## config.mk

```make
export PLATFORM = sky130hd
export DESIGN_NAME = tbp_poller
export DESIGN_NICKNAME = d
export VERILOG_FILES = /design/src/rtl/tbp_pkg.sv /design/src/rtl/tbp_read_pair.sv /design/src/rtl/tbp_poll_budget.sv /design/src/rtl/tbp_poll_fsm.sv /design/src/rtl/tbp_poller.sv
export SDC_FILE = /design/constraint.sdc
export NUM_CORES = 1
export LEC_CHECK = 0
export ABC_AREA = 1
export BUFFER_PORTS_ARGS = -buffer_cell sky130_fd_sc_hd__buf_2
export CORE_MARGIN = 2
export CORE_UTILIZATION = 55
export CTS_CLUSTER_SIZE = 10
export DETAILED_ROUTE_END_ITERATION = 10
export GPL_TIMING_DRIVEN = 1
export PLACE_DENSITY = 0.79
export REMOVE_ABC_BUFFERS = 1
export SLEW_MARGIN = 20
export SYNTH_ARGS = -nofsm -noshare
export SYNTH_HDL_FRONTEND = slang
export SYNTH_SLANG_ARGS = --single-unit
```

## constraint.sdc

```tcl
create_clock -name clk -period 3.42 [get_ports clk]
set_input_delay 0.171 -clock clk [delete_from_list [all_inputs] [get_ports clk]]
set_output_delay 0.171 -clock clk [all_outputs]
set_load 0.005 [all_outputs]
```

## src/rtl/tbp_pkg.sv

```systemverilog
package tbp_pkg;

    typedef enum logic [2:0] {
        ST_IDLE,
        ST_ISSUE,
        ST_WAIT_PAIR,
        ST_ISSUE_RECHK,
        ST_WAIT_RECHK,
        ST_WRITE_RST,
        ST_REPORT_OK,
        ST_REPORT_FAIL
    } poll_state_t;

    typedef enum logic [1:0] {
        PR_IDLE,
        PR_FIRST,
        PR_SECOND,
        PR_PRESENT
    } pair_state_t;

    typedef struct packed {
        logic changed;
        logic time_over;
    } pair_result_t;

endpackage

```

## src/rtl/tbp_read_pair.sv

```systemverilog
module tbp_read_pair
    import tbp_pkg::*;
#(
    parameter int DATA_W      = 8,
    parameter int TOGGLE_BIT  = 6,
    parameter int TIMEOUT_BIT = 5
) (
    input  logic              clk,
    input  logic              rst_n,
    input  logic              launch_i,
    output logic              rd_req_o,
    input  logic              rd_ack_i,
    input  logic [DATA_W-1:0] rd_data_i,
    output logic              pair_done_o,
    output pair_result_t      result_o
);

    pair_state_t  state_q;
    pair_state_t  state_d;
    logic         first_bit_q;
    pair_result_t result_q;

    // Bits other than the toggle and flag positions carry no meaning here.
    logic unused_status;
    assign unused_status = ^rd_data_i;

    // Next-state logic for the two-read sequence.
    always_comb begin
        state_d = state_q;
        unique case (state_q)
            PR_IDLE:    if (launch_i) state_d = PR_FIRST;
            PR_FIRST:   if (rd_ack_i) state_d = PR_SECOND;
            PR_SECOND:  if (rd_ack_i) state_d = PR_PRESENT;
            PR_PRESENT: state_d = PR_IDLE;
            default:    state_d = PR_IDLE;
        endcase
    end

    always_ff @(posedge clk) begin
        if (!rst_n) begin
            state_q     <= PR_IDLE;
            first_bit_q <= 1'b0;
            result_q    <= '0;
        end else begin
            state_q <= state_d;
            if (state_q == PR_FIRST && rd_ack_i) begin
                first_bit_q <= rd_data_i[TOGGLE_BIT];
            end
            if (state_q == PR_SECOND && rd_ack_i) begin
                result_q.changed   <= first_bit_q ^ rd_data_i[TOGGLE_BIT];
                result_q.time_over <= rd_data_i[TIMEOUT_BIT];
            end
        end
    end

    assign rd_req_o    = (state_q == PR_FIRST) || (state_q == PR_SECOND);
    assign pair_done_o = (state_q == PR_PRESENT);
    assign result_o    = result_q;

endmodule

```

## src/rtl/tbp_poll_budget.sv

```systemverilog
module tbp_poll_budget #(
    parameter int MAX_POLLS = 1024
) (
    input  logic clk,
    input  logic rst_n,
    input  logic clear_i,
    input  logic bump_i,
    output logic exhausted_o
);

    localparam int CNT_W = $clog2(MAX_POLLS + 1);
    localparam logic [CNT_W-1:0] LIMIT = CNT_W'(MAX_POLLS);

    logic [CNT_W-1:0] count_q;

    // Saturating count of ordinary polling pairs launched in this run.
    always_ff @(posedge clk) begin
        if (!rst_n) begin
            count_q <= '0;
        end else if (clear_i) begin
            count_q <= '0;
        end else if (bump_i && (count_q < LIMIT)) begin
            count_q <= count_q + 1'b1;
        end
    end

    assign exhausted_o = (count_q >= LIMIT);

endmodule

```

## src/rtl/tbp_poll_fsm.sv

```systemverilog
module tbp_poll_fsm
    import tbp_pkg::*;
(
    input  logic         clk,
    input  logic         rst_n,
    input  logic         start_i,
    input  logic         pair_done_i,
    input  pair_result_t result_i,
    input  logic         exhausted_i,
    input  logic         wr_ack_i,
    output logic         launch_o,
    output logic         clear_o,
    output logic         bump_o,
    output logic         wr_req_o,
    output logic         done_o,
    output logic         ok_o,
    output logic         fail_o
);

    poll_state_t state_q;
    poll_state_t state_d;

    always_comb begin
        state_d = state_q;
        unique case (state_q)
            ST_IDLE: begin
                if (start_i) state_d = ST_ISSUE;
            end
            ST_ISSUE: begin
                state_d = ST_WAIT_PAIR;
            end
            ST_WAIT_PAIR: begin
                if (pair_done_i) begin
                    if (!result_i.changed) begin
                        state_d = ST_REPORT_OK;
                    end else if (result_i.time_over) begin
                        state_d = ST_ISSUE_RECHK;
                    end else if (exhausted_i) begin
                        state_d = ST_WRITE_RST;
                    end else begin
                        state_d = ST_ISSUE;
                    end
                end
            end
            ST_ISSUE_RECHK: begin
                state_d = ST_WAIT_RECHK;
            end
            ST_WAIT_RECHK: begin
                if (pair_done_i) begin
                    state_d = result_i.changed ? ST_WRITE_RST : ST_REPORT_OK;
                end
            end
            ST_WRITE_RST: begin
                if (wr_ack_i) state_d = ST_REPORT_FAIL;
            end
            ST_REPORT_OK:   state_d = ST_IDLE;
            ST_REPORT_FAIL: state_d = ST_IDLE;
            default:        state_d = ST_IDLE;
        endcase
    end

    // State register.
    always_ff @(posedge clk) begin
        if (!rst_n) begin
            state_q <= ST_IDLE;
        end else begin
            state_q <= state_d;
        end
    end

    // Outputs decoded from the current state.
    always_comb begin
        launch_o = 1'b0;
        bump_o   = 1'b0;
        wr_req_o = 1'b0;
        done_o   = 1'b0;
        ok_o     = 1'b0;
        fail_o   = 1'b0;
        clear_o  = (state_q == ST_IDLE) && start_i;
        unique case (state_q)
            ST_ISSUE: begin
                launch_o = 1'b1;
                bump_o   = 1'b1;
            end
            ST_ISSUE_RECHK: launch_o = 1'b1;
            ST_WRITE_RST:   wr_req_o = 1'b1;
            ST_REPORT_OK: begin
                done_o = 1'b1;
                ok_o   = 1'b1;
            end
            ST_REPORT_FAIL: begin
                done_o = 1'b1;
                fail_o = 1'b1;
            end
            default: ;
        endcase
    end

endmodule

```

## src/rtl/tbp_poller.sv

```systemverilog
module tbp_poller
    import tbp_pkg::*;
#(
    parameter int              DATA_W      = 8,
    parameter int              TOGGLE_BIT  = 6,
    parameter int              TIMEOUT_BIT = 5,
    parameter logic [DATA_W-1:0] RESET_CMD = 8'hF0,
    parameter int              MAX_POLLS   = 1024
) (
    input  logic              clk,
    input  logic              rst_n,
    input  logic              start_i,
    output logic              rd_req_o,
    input  logic              rd_ack_i,
    input  logic [DATA_W-1:0] rd_data_i,
    output logic              wr_req_o,
    input  logic              wr_ack_i,
    output logic [DATA_W-1:0] wr_data_o,
    output logic              done_o,
    output logic              ok_o,
    output logic              fail_o
);

    logic         launch;
    logic         clear;
    logic         bump;
    logic         pair_done;
    logic         exhausted;
    pair_result_t result;

    tbp_read_pair #(
        .DATA_W      (DATA_W),
        .TOGGLE_BIT  (TOGGLE_BIT),
        .TIMEOUT_BIT (TIMEOUT_BIT)
    ) u_pair (
        .clk         (clk),
        .rst_n       (rst_n),
        .launch_i    (launch),
        .rd_req_o    (rd_req_o),
        .rd_ack_i    (rd_ack_i),
        .rd_data_i   (rd_data_i),
        .pair_done_o (pair_done),
        .result_o    (result)
    );

    tbp_poll_budget #(
        .MAX_POLLS   (MAX_POLLS)
    ) u_budget (
        .clk         (clk),
        .rst_n       (rst_n),
        .clear_i     (clear),
        .bump_i      (bump),
        .exhausted_o (exhausted)
    );

    tbp_poll_fsm u_fsm (
        .clk         (clk),
        .rst_n       (rst_n),
        .start_i     (start_i),
        .pair_done_i (pair_done),
        .result_i    (result),
        .exhausted_i (exhausted),
        .wr_ack_i    (wr_ack_i),
        .launch_o    (launch),
        .clear_o     (clear),
        .bump_o      (bump),
        .wr_req_o    (wr_req_o),
        .done_o      (done_o),
        .ok_o        (ok_o),
        .fail_o      (fail_o)
    );

    assign wr_data_o = wr_req_o ? RESET_CMD : '0;

endmodule

```

# ---- Word level (Yosys, flattened, before mapping)
# Cells that the tools add are included.
dict set report op_classes {
  addsub 1
  eq_ne 17
  order_cmp 2
  n_reduce_logical 12
  muxes 20
  bitwise_logic 2
}
# operator count
set ops {}
lappend ops {{$mux W3} 7}
lappend ops {{$pmux W3 S7} 1}
lappend ops {{$ne A2 B2 Y1 const B} 7}
lappend ops {{$eq A3 B3 Y1 const B} 4}
lappend ops {{$add A11 B1 Y11 const B} 1}
lappend ops {{$ge A11 B11 Y1 const B} 1}
lappend ops {{$lt A11 B11 Y1 const B} 1}
lappend ops {{$mux W2} 4}
lappend ops {{$mux W8} 1}
lappend ops {{$pmux W2 S4} 1}
lappend ops {{$eq A3 B2 Y1 const B} 2}
lappend ops {{$mux W1} 6}
lappend ops {{$reduce_or A2 Y1} 3}
lappend ops {{$eq A2 B2 Y1 const B} 2}
lappend ops {{$logic_and A1 B1 Y1} 4}
lappend ops {{$reduce_and A4 Y1} 1}
lappend ops {{$eq A3 B1 Y1 const B} 1}
lappend ops {{$logic_not A3 Y1} 1}
lappend ops {{$reduce_and A3 Y1} 1}
lappend ops {{$eq A2 B1 Y1 const B} 1}
lappend ops {{$logic_not A2 Y1} 1}
lappend ops {{$logic_or A1 B1 Y1} 1}
lappend ops {{$not A1 Y1} 1}
lappend ops {{$xor A1 B1 Y1} 1}
dict set report totals {
  elab_cells 60
  reg_bits 19
  in_bits 13
  out_inout_bits 13
}

# ---- Longest topological paths before layout
# Gate-level depths: netlist of run 1.
dict set report depth {
  ltp_word 6
  ltp_mapped 9
}

# ---- Hierarchy
# A second synthesis of run 1 with hierarchy kept.
dict set report unflattened {
  hier_cells 188
  hier_area_um2 1267.5
}
# mod cells_per_inst seq_area_each_um2 area_per_inst_um2 n_inst
set by_module_without_submodules {}
lappend by_module_without_submodules {tbp_poll_budget 85 220.2 604.3 1}
lappend by_module_without_submodules {tbp_poll_fsm 57 60.1 324.1 1}
lappend by_module_without_submodules {tbp_read_pair 37 100.1 275.3 1}
lappend by_module_without_submodules {tbp_poller 9 0.0 63.8 1}

# ---- Worst setup path after synthesis of run 1
# No wires, ideal clock.
dict set report synth_path {
  path_kind {reg2reg}
  startpoint {register u_pair.state_q[0]}
  endpoint {register u_pair.state_q[1]}
  arrival_time_ps 1043
  setup_ps 119
  required_ps 3301
  setup_slack_ps 2258
  stages_incl_launch_ff 7
  path_cell_list {dfxtp_1 -> inv_1 -> ha_1 -> o21bai_1 -> nand2_1 -> o21ai_0 -> a21oi_1}
}
dict set report synth_between {
  elab_chain_cells 3
  word_cells_on_any_way 9
  classes_between {eq/ne (6); mux (1); reduce/logical (2)}
}
# element line
set synth_lines {}
lappend synth_lines {{start: declaration} tbp_read_pair.sv:18} ;# pair_state_t state_q;
lappend synth_lines {{start signal: assignment} tbp_read_pair.sv:45} ;# state_q <= state_d;
lappend synth_lines {{$eq A2 B2 Y1, or another cell as far along} tbp_read_pair.sv:30} ;# unique case (state_q)
lappend synth_lines {{$ne A2 B2 Y1 (no source line)} -}
lappend synth_lines {{$reduce_and A3 Y1 (no source line)} -}
# Parallel ways exist; a longest one is shown, timed or not.
# A chain may end at the register's enable or synchronous reset.

# ---- Worst setup path after layout of run 1
dict set report layout_path {
  startpoint {register u_fsm.state_q[1]}
  endpoint {output wr_data_o[5]}
}
dict set report layout_between {
  elab_chain_cells 3
}
# element line
set layout_lines {}
lappend layout_lines {{start: declaration} tbp_poll_fsm.sv:20} ;# poll_state_t state_q;
lappend layout_lines {{start signal: assignment} tbp_poll_fsm.sv:67} ;# state_q <= state_d;
lappend layout_lines {{$eq A3 B3 Y1} tbp_poll_fsm.sv:80} ;# unique case (state_q)
lappend layout_lines {{$mux W1} tbp_poll_fsm.sv:80}
lappend layout_lines {{$mux W8} tbp_poller.sv:73} ;# assign wr_data_o = wr_req_o ? RESET_CMD : '0;
lappend layout_lines {{end: declaration} tbp_poller.sv:18} ;# output logic [DATA_W-1:0] wr_data_o,
# Every way passes these cells.

==> results_dict.tcl, run 1 <==
set metrics [dict create \
    synth_cells 178 \
    placeable_area_sq_um 1960 \
    synth-async-reset-ratio_pct 0 \
    number_of_global_route_vias_before_repair 911 \
    power-per-cell-area_nw_per_um2 591 \
    synth_seq_cells 19 \
    most_frequent_cell_after_synthesis "sky130_fd_sc_hd__nand2_1" \
    hold_viol_final 0 \
    clock_root_buffer "sky130_fd_sc_hd__clkbuf_4" \
    final.setup.tns_ps 0 \
    dp_hpwl_microns 1690 \
    synth.yosys.warnings 0 \
    timing.final.setup_violations 0 \
    synth.cell_area_sq_um 1140 \
    detailroute.via_count 1071 \
    worst-endpoint-arrival_ps 1240 \
    drt-pass1-iter-count 4 \
    timing.final.max_slew_violations 0 \
    ys.flop_type "sky130_fd_sc_hd__dfxtp_1" \
    power.ir.vdd_worst_v 0.000392 \
    synth_enable_flop_cells 0 \
    max_capacitance_violation_total 0 \
    category_of_the_most_critical_setup_path "register to output pin" \
    die_h_microns 49.5 \
    antenna_violating_nets_post_route 0 \
    finalCriticalPeriod_ps 1410 \
    synth_sequential_area_ratio_pct 33.4 \
    grt.overflow.total 0 \
    run_status "finished, final reports clean" \
    insertion_delay_ps 290 \
    grt_setup_unrepaired "no" \
    worstSetupStartpointType "register" \
    cts-resized-gates 0 \
    design.final.nets 211 \
    die_x_microns 49.5 \
    cts_hold_buf 0 \
    post_route_cells_drive_above_1_share_pct 13.0 \
    finish.instance_area_sq_um 1220 \
    crit_required_ps 3250 \
    antenna_violations_before_repair 0 \
    clock_skew_ps 2.10 \
    worst_hold_path_type "input pin to register" \
    finalCritPeriodShare_pct 41.1 \
    syn-mean-instance-area_sq_um 6.39 \
    detailedPlace.worstSlack_ps 2080 \
    cts_tree "built" \
    synth.cells.most_frequent "38 x sky130_fd_sc_hd__nand2_1, 30 x sky130_fd_sc_hd__inv_1, 24 x sky130_fd_sc_hd__nor2_1, 19 x sky130_fd_sc_hd__dfxtp_1" \
    max_freq_ghz 0.711 \
    yosysTopAreaCellShare_pct 33.4 \
    detail_route.vias_per_cell 4.89 \
    diodes 0 \
    yosysUniqueCellTypes 20 \
    grt.total_usage_pct 18.6 \
    setup.worst_path.end_class "output pin" \
    grt_first_pass_wirelength_microns 3570 \
    buffer_ports.inserted 15 \
    i_o_pin_count 26 \
    iteration_0_drc_count_of_the_detailed_router 22 \
    drcViolationCount 0 \
    post-synth-top-area-cell "sky130_fd_sc_hd__dfxtp_1" \
    total_area_of_multi_input_combinational_cells_sq_um 588 \
    layout.core_utilization_pct 62.4 \
    die-area_sq_um 2450 \
    synthToLayoutAreaGrowth_pct 7.59 \
    placementRows 16 \
    clkSinkCount 19 \
    timing.final.ws_setup_ps 2010 \
    cts_max_level 1 \
    initial_utilization_pct 58.0 \
    tritoncts.num_buffers 3 \
    final-seq-area_sq_um 380 \
    grt_max_degree 11 \
    placedInstanceArea_sq_um 1200 \
    yosys-top-cells-area "sky130_fd_sc_hd__dfxtp_1 33%, sky130_fd_sc_hd__nand2_1 13%, sky130_fd_sc_hd__inv_1 9.9%, sky130_fd_sc_hd__nor2_1 7.9%, sky130_fd_sc_hd__ha_1 5.5%" \
    n_fill_cell 199 \
    detail_route.wl_per_cell_microns 9.72 \
    clk_pin_slew_worst_paths_ps 110 \
    globalplace.congestion 0.881 \
    postCtsSetupBuffers 0 \
    path_max_fanout 6 \
    ctsLongestPathBuffers 2 \
    total_leakage_power_nw 0.587 \
    wl_microns 2130 \
]
-- through the flow --
stage	instances	total power [mW]	hold WS, ps
finish	219	0.723	152
global route	219	0.789	147
CTS	219	0.729	143
detailed placement	215	0.615	462
global placement	215	0.597	447
floorplan	173	0.536	292
-- per-layer routing --
layer  global-route usage, %  vias to the layer above  routed length, microns
met5                       0                        -                       0
met1                    19.8                      474                     964
met2                    35.6                       16                    1100
li1                        -                      579                       -
met3                    3.33                        2                      57
met4                    7.41                        0                       8
-- final cells by class --
type	count	area share, %
clock buffer	4	2.15
multi-input combinational	122	48.1
timing repair buffer	15	6.13
sequential	19	31.1
tap	27	2.76
inverter	32	9.82
-- final timing paths --
check,endpoint,start,cells after the start,slack [ps]
worst max-delay path,wr_data_o[5],u_fsm.state_q[1]$_SDFFE_PN0P_,4,2010
worst min register to register,u_budget.count_q[7]$_SDFFE_PP0P_,u_budget.count_q[7]$_SDFFE_PP0P_,2,490
worst min-delay path,u_fsm.state_q[0]$_SDFFE_PN0P_,rst_n,3,150
worst max register to register,u_budget.count_q[9]$_SDFFE_PP0P_,u_fsm.state_q[1]$_SDFFE_PN0P_,8,2070
-- where the power goes --
part	leakage [nW]	internal [mW]	switching, mW
sequential	0.154	0.255	0.0414
clock	0.0150	0.0453	0.0668
combinational	0.418	0.113	0.201
total	0.587	0.414	0.309
-- sequential cells by signal, indices dropped and copies added (netlist names) --
signal,cells
u_pair.result_o,2
u_fsm.state_q,3
u_pair.first_bit_q,1
u_budget.count_q,11
u_pair.state_q,2
-- critical path: stages, from the launching register on --
cell                      delay (ps)
sky130_fd_sc_hd__dfxtp_1         460
sky130_fd_sc_hd__inv_1           130
sky130_fd_sc_hd__nand3_1         140
sky130_fd_sc_hd__inv_1            90
sky130_fd_sc_hd__buf_2           130
-- cell families after synthesis --
kind of cell | share of synthesized area [%]
XOR/XNOR | 0.770
other | 0.330
flip-flops | 33.4
adder cells (fa/ha/maj) | 5.50
AND/OR/NAND/NOR | 32.3
buffers and inverters | 15.8
AO/OA/AOI/OAI | 11.8
-- cell usage in the layout (no fill, tap or decap), types with 3 or more instances in the layout --
cell | Yosys | layout
sky130_fd_sc_hd__clkbuf_4 | 0 | 3
sky130_fd_sc_hd__o21ai_0 | 8 | 8
sky130_fd_sc_hd__o21ai_1 | 4 | 4
sky130_fd_sc_hd__ha_1 | 5 | 5
sky130_fd_sc_hd__inv_1 | 30 | 30
sky130_fd_sc_hd__buf_2 | 0 | 15
sky130_fd_sc_hd__nor2_1 | 24 | 24
sky130_fd_sc_hd__nand2_1 | 38 | 38
sky130_fd_sc_hd__a21oi_1 | 12 | 12
sky130_fd_sc_hd__dfxtp_1 | 19 | 19
sky130_fd_sc_hd__conb_1 | 1 | 4
sky130_fd_sc_hd__nand3_1 | 12 | 12
sky130_fd_sc_hd__nand4_1 | 3 | 3
sky130_fd_sc_hd__nor3_1 | 4 | 4
Note: power is estimated with default switching activity, not from simulation.
==> run 2: changes to the inputs <==
--- a/config.mk
+++ b/config.mk
@@ -8,11 +8,11 @@
 export ABC_AREA = 1
 export BUFFER_PORTS_ARGS = -buffer_cell sky130_fd_sc_hd__buf_2
 export CORE_MARGIN = 2
-export CORE_UTILIZATION = 55
+export CORE_UTILIZATION = 47
 export CTS_CLUSTER_SIZE = 10
 export DETAILED_ROUTE_END_ITERATION = 10
 export GPL_TIMING_DRIVEN = 1
-export PLACE_DENSITY = 0.79
+export PLACE_DENSITY = 0.72
 export REMOVE_ABC_BUFFERS = 1
 export SLEW_MARGIN = 20
 export SYNTH_ARGS = -nofsm -noshare
==> constraint.sdc (replaced) <==
create_clock -name clk -period 1.2 [get_ports clk]
set_input_delay 0.06 -clock clk [delete_from_list [all_inputs] [get_ports clk]]
set_output_delay 0.06 -clock clk [all_outputs]
set_load 0.005 [all_outputs]
==> run 2 against run 1 <==
  * Utilization is 10 points higher
  * Clock skew up 5.8 ps
  * Sequential share of layout area down 6.7 points
  * Design area is 34% higher
  * First-iteration DRC count up 9.1%
  * Combinational power rose to 5.5 times the previous value
  * Critical path type is now register to register
  * Cell count rose by 10%
  * Sequential cell count did not move
  * Clock power grew to 3.1 times the previous value
  * The run now ends with negative setup slack left
==> results_dict.tcl, run 2 (synthesized netlist as in run 1, its figures left out) <==
set metrics [dict create \
    run_status "finished with violations" \
    violations_in_the_final_reports "negative setup slack" \
    die_h_microns 53.2 \
    dp_hpwl_microns 1800 \
    cell_occurring_most_often_along_the_worst_timing_path "sky130_fd_sc_hd__nor3_2" \
    cts_tree "built" \
    timing.final.max_slew_violations 0 \
    cts_hold_buf 0 \
    clock_skew_ps 7.87 \
    drcViolationCount 0 \
    clkSinkCount 19 \
    holdWs_ps 29.8 \
    routed-wl-met2_microns 1530 \
    initial_utilization_pct 50.4 \
    detail_route.wl_per_cell_microns 12.1 \
    worstReg2RegStart "u_pair.state_q[1]$_SDFFE_PN0P_" \
    detailedPlace.worstSlack_ps -122 \
    placedInstanceArea_sq_um 1290 \
    drt-pass1-iter-count 4 \
    cell_class_contributing_the_biggest_share_of_worst_path_delay "flip-flops" \
    regMostFlops "u_budget.count_q" \
    grt.total_usage_pct 20.5 \
    hold_viol_final 0 \
    buffer_ports.inserted 15 \
    grt_first_pass_wirelength_microns 4240 \
    design.final.nets 232 \
    cp_peak_stage_delay_ps 420 \
    worstSetupStartpointType "register" \
    layout.core_utilization_pct 72.6 \
    grt.overflow.total 0 \
    max_freq_ghz 0.798 \
    path_max_fanout 3 \
    crit_chain "inv_4, ha_4, o21bai_4, nand2_2, nor3_2, nor3_2" \
    antenna_violations_before_repair 0 \
    max_capacitance_violation_total 0 \
    cts_max_level 1 \
    i_o_pin_count 26 \
    ctsLongestPathBuffers 2 \
    number_of_global_route_vias_before_repair 1043 \
    timing.reg2reg.setup_slack_ps -50 \
    tritoncts.num_buffers 3 \
    diodes 0 \
    finalCritPeriodShare_pct 104 \
    layoutNonFillerInstCount 241 \
    timing.reg2reg.worst_path_depth 6 \
    hold_depth 3 \
    met3RoutedLength_microns 77 \
    detailroute.via_count 1204 \
    grt_setup_unrepaired "yes" \
    drt-met1-wl_microns 1280 \
    synthToLayoutAreaGrowth_pct 44.0 \
    topRoutingLayerUsed "met4" \
    iteration_0_drc_count_of_the_detailed_router 24 \
    setup.worst_path.end_class "register" \
    globalplace.congestion 0.854 \
    total_leakage_power_nw 0.703 \
    timing.rr.end "u_pair.state_q[0]$_SDFFE_PN0P_" \
    worst_hold_path_type "input pin to register" \
    clock_root_buffer "sky130_fd_sc_hd__clkbuf_4" \
    insertion_delay_ps 310 \
    final_cell_mix "29 x sky130_fd_sc_hd__nand2_1, 24 x sky130_fd_sc_hd__inv_1, 20 x sky130_fd_sc_hd__buf_4" \
    wl_microns 2910 \
    die_x_microns 53.2 \
    category_of_the_most_critical_setup_path "register to register" \
    power.ir.vdd_worst_v 0.00172 \
    timing.final.ws_setup_ps -52.7 \
    largest_reg_flops 11 \
    hold_path_startpoint "rd_data_i[6]" \
    finish.instance_area_sq_um 1640 \
    antenna_violating_nets_post_route 0 \
    detail_route.vias_per_cell 5.00 \
    placeable_area_sq_um 2250 \
    reg_top3 "u_budget.count_q x11, u_fsm.state_q x3" \
    finalCriticalPeriod_ps 1250 \
    worst-endpoint-arrival_ps 1470 \
    crit_required_ps 1410 \
    die-area_sq_um 2830 \
    numPlacedInstances 228 \
    placementRows 17 \
    cpMaxStageDelayCell "sky130_fd_sc_hd__dfxtp_4" \
    grt_max_degree 11 \
    post_route_cells_drive_above_1_share_pct 41.3 \
    timing.final.setup_violations 3 \
    hold_end "u_pair.first_bit_q$_SDFFE_PN0P_" \
    timing.critical_path.buf_inv 1 \
    clk_pin_slew_worst_paths_ps 120 \
    power-per-cell-area_nw_per_um2 1840 \
    most_common_cell_after_layout_fill_and_taps_aside "sky130_fd_sc_hd__nand2_1" \
]
-- run 2: changes by cell type in the layout (fill, tap and decap cells not counted), sizes merged --
cell  delta
buf     +21
-- run 2: how the worst max path moves through the flow --
stage                                   startpoint                               end  slack [ps]  cells after the start
floorplan           u_pair.state_q[0]$_SDFFE_PN0P_    u_pair.state_q[1]$_SDFFE_PN0P_          40                      6
global placement    u_pair.state_q[0]$_SDFFE_PN0P_    u_pair.state_q[1]$_SDFFE_PN0P_         -30                      6
detailed placement  u_pair.state_q[0]$_SDFFE_PN0P_    u_pair.state_q[1]$_SDFFE_PN0P_        -120                      6
CTS                 u_pair.state_q[0]$_SDFFE_PN0P_                          rd_req_o         -30                      3
global route         u_fsm.state_q[0]$_SDFFE_PN0P_  u_budget.count_q[3]$_SDFFE_PP0P_         -90                      6
finish              u_pair.state_q[1]$_SDFFE_PN0P_    u_pair.state_q[0]$_SDFFE_PN0P_         -50                      6
-- run 2: through the flow --
stage,power [mW],TNS [ps]
2_1_floorplan,1.53,0
3_3_place_gp,1.85,-81.2
3_5_place_dp,1.90,-436
4_1_cts,2.39,-79.3
5_1_grt,3.23,-826
6_report,3.02,-80.0
-- run 2: per-layer routing --
layer	GRT usage (%)	vias up
met3	3.39	2
met1	26.6	555
met5	0	-
met2	33.5	28
met4	8.12	0
li1	-	619
-- run 2: cell type report --
| cell class | instances | area, sq um |
|---|---|---|
| Clock buffer | 4 | 26.3 |
| Fill cell | 194 | 617 |
| Inverter | 32 | 133 |
| Multi-Input combinational cell | 122 | 777 |
| Sequential cell | 19 | 399 |
| Tap cell | 28 | 35.0 |
| Timing Repair Buffer | 36 | 268 |
-- run 2: power by group --
group	internal, mW	switching, mW
logic	0.816	0.923
clock network	0.130	0.213
registers	0.770	0.165
-- run 2: timing repair --
action,in CTS,in global routing
pin swaps,6,21
setup endpoints to repair,22,24
setup buffers,2,7
resized for setup,26,47
-- run 2: worst reg2reg max path, stage by stage, from the launching register on --
cell and delay, ps:
sky130_fd_sc_hd__dfxtp_4 420, sky130_fd_sc_hd__inv_4 60, sky130_fd_sc_hd__ha_4 170, sky130_fd_sc_hd__o21bai_4 140, sky130_fd_sc_hd__nand2_2 90, sky130_fd_sc_hd__nor3_2 220
sky130_fd_sc_hd__nor3_2 50
==> run 3: changes to the inputs <==
--- a/config.mk
+++ b/config.mk
@@ -14,6 +14,7 @@
 export GPL_TIMING_DRIVEN = 1
 export PLACE_DENSITY = 0.72
 export REMOVE_ABC_BUFFERS = 1
+export SKIP_LAST_GASP = 1
 export SLEW_MARGIN = 20
 export SYNTH_ARGS = -nofsm -noshare
 export SYNTH_HDL_FRONTEND = slang
==> run 3 against run 2 <==
  * The flow still finishes with violations (negative setup slack)
  * Cell count unchanged
  * Design area decreased by 0.15%
  * Setup slack improved by 1.7 ps
  * Via count is 0.17% higher
==> results_dict.tcl, run 3 (synthesized netlist as in run 1, its figures left out) <==
set metrics [dict create \
    path_max_fanout 3 \
    category_of_the_most_critical_setup_path "register to register" \
    i_o_pin_count 26 \
    max_capacitance_violation_total 0 \
    worst_hold_path_type "input pin to register" \
    ctsLongestPathBuffers 2 \
    grt.total_usage_pct 20.5 \
    reg_top3 "u_budget.count_q x11, u_fsm.state_q x3" \
    clock_root_buffer "sky130_fd_sc_hd__clkbuf_4" \
    grt_setup_unrepaired "yes" \
    max_freq_ghz 0.799 \
    pwr-share-clk_pct 11.4 \
    timing.reg2reg.setup_slack_ps -50 \
    grt_first_pass_wirelength_microns 4240 \
    die_x_microns 53.2 \
    timing.final.ws_setup_ps -51.0 \
    timing.rr.end "u_pair.state_q[0]$_SDFFE_PN0P_" \
    worstReg2RegStart "u_pair.state_q[1]$_SDFFE_PN0P_" \
    antenna_violations_before_repair 0 \
    placementRows 17 \
    synthToLayoutAreaGrowth_pct 43.8 \
    worst-endpoint-arrival_ps 1460 \
    detailroute.via_count 1206 \
    clock_skew_ps 7.07 \
    hold_viol_final 0 \
    initial_utilization_pct 50.4 \
    finish.instance_area_sq_um 1640 \
    grt_max_degree 11 \
    regMostFlops "u_budget.count_q" \
    crit_required_ps 1410 \
    placedInstanceArea_sq_um 1290 \
    layout.core_utilization_pct 72.5 \
    power.ir.vdd_worst_v 0.00170 \
    final.setup.tns_ps -73.0 \
    setup.worst_path.end_class "register" \
    finalCriticalPeriod_ps 1250 \
    globalplace.congestion 0.854 \
    largest_reg_flops 11 \
    sw_frac_of_total_pct 42.8 \
    power_switching_mw 1.28 \
    power.internal_mw 1.71 \
    finalCritPeriodShare_pct 104 \
    total_leakage_power_nw 0.703 \
    cts_hold_buf 0 \
    buffer_ports.inserted 15 \
    insertion_delay_ps 310 \
    diodes 0 \
    number_of_global_route_vias_before_repair 1043 \
    design.final.nets 232 \
    run_status "finished with violations" \
    cts_max_level 1 \
    pwr-share-comb_pct 57.4 \
    crit_start "u_pair.state_q[1]$_SDFFE_PN0P_" \
    detail_route.vias_per_cell 5.00 \
    timing.final.setup_violations 3 \
    detailedPlace.worstSlack_ps -122 \
    drt-pass1-iter-count 4 \
    power-per-cell-area_nw_per_um2 1830 \
    wl_microns 2860 \
    critical_path.endpoint "u_pair.state_q[0]$_SDFFE_PN0P_" \
    most_common_cell_after_layout_fill_and_taps_aside "sky130_fd_sc_hd__nand2_1" \
    n_fill_cell 193 \
    clkSinkCount 19 \
    drcViolationCount 0 \
    placeable_area_sq_um 2250 \
    timing.reg2reg.worst_path_depth 6 \
    dp_hpwl_microns 1800 \
    clk_pin_slew_worst_paths_ps 110 \
    final_cell_mix "30 x sky130_fd_sc_hd__nand2_1, 24 x sky130_fd_sc_hd__inv_1, 20 x sky130_fd_sc_hd__buf_4" \
    grt.overflow.total 0 \
    worstSetupStartpointType "register" \
    post_route_cells_drive_above_1_share_pct 40.8 \
    violations_in_the_final_reports "negative setup slack" \
    cts_tree "built" \
    sequentialPowerShare_pct 31.1 \
    detail_route.wl_per_cell_microns 11.8 \
    iteration_0_drc_count_of_the_detailed_router 27 \
    antenna_violating_nets_post_route 0 \
    timing.final.max_slew_violations 0 \
    die_h_microns 53.2 \
    tritoncts.num_buffers 3 \
    die-area_sq_um 2830 \
]
==> run 3: worst max-delay path, stage by stage (launching register included) <==
cell,delay [ps]
sky130_fd_sc_hd__dfxtp_4,420
sky130_fd_sc_hd__inv_4,60
sky130_fd_sc_hd__ha_4,170
sky130_fd_sc_hd__o21bai_4,140
sky130_fd_sc_hd__nand2_2,90
sky130_fd_sc_hd__nor3_2,220
sky130_fd_sc_hd__nor3_2,50
==> run 3: cell type report <==
class                   instances  area (sq um)  share of cell area, %
multi-input cells             122           774                   47.4
flip-flops and latches         19           399                   24.4
repair buffers                 36           268                   16.4
inverters                      32           133                   8.11
well taps                      28          35.0                   2.14
clock buffers                   4          26.3                   1.61
==> run 3: power groups by stage <==
stage               Sequential, mW  Combinational [mW]  Clock, mW
floorplan                    0.829               0.699          0
global route                 0.947                1.89      0.375
detailed placement           0.841                1.06          0
finish                       0.932                1.72      0.341
global placement             0.833                1.02          0
CTS                          0.856                1.18      0.349
==> run 3: worst min path at each step <==
stage | from | slack, ps | cells past startpoint | to
detailed placement | rst_n | 360 | 3 | u_fsm.state_q[0]$_SDFFE_PN0P_
global placement | rd_data_i[6] | 340 | 3 | u_pair.first_bit_q$_SDFFE_PN0P_
floorplan | rst_n | 180 | 2 | u_fsm.state_q[0]$_SDFFE_PN0P_
global route | rd_data_i[6] | 40 | 3 | u_pair.first_bit_q$_SDFFE_PN0P_
CTS | rd_data_i[6] | 20 | 3 | u_pair.first_bit_q$_SDFFE_PN0P_
finish | rd_data_i[6] | 30 | 3 | u_pair.first_bit_q$_SDFFE_PN0P_
==> run 3: per-stage QoR <==
stage | power, mW | cells | hold slack (ps)
after floorplan | 1.53 | 173 | 181
after global placement | 1.85 | 228 | 343
after detailed placement | 1.90 | 228 | 358
after CTS | 2.39 | 234 | 24.8
after global routing | 3.22 | 241 | 36.0
final | 2.99 | 241 | 31.7
==> run 3: what timing repair did <==
action                                  4_1_cts  5_1_grt
buffers inserted                              2        7
endpoints found under the setup margin       22       24
pin swaps                                     6       21
resized for setup                            26       46
cloned                                        0        0
==> run 3: per-layer routing <==
metal | share of wire [%] | track usage, % | up-vias
met5 | 0 | 0 | -
met3 | 2.6 | 3.39 | 4
met1 | 44 | 26.6 | 557
met4 | 1.7 | 8.12 | 0
li1 | - | - | 619
met2 | 52 | 33.5 | 26
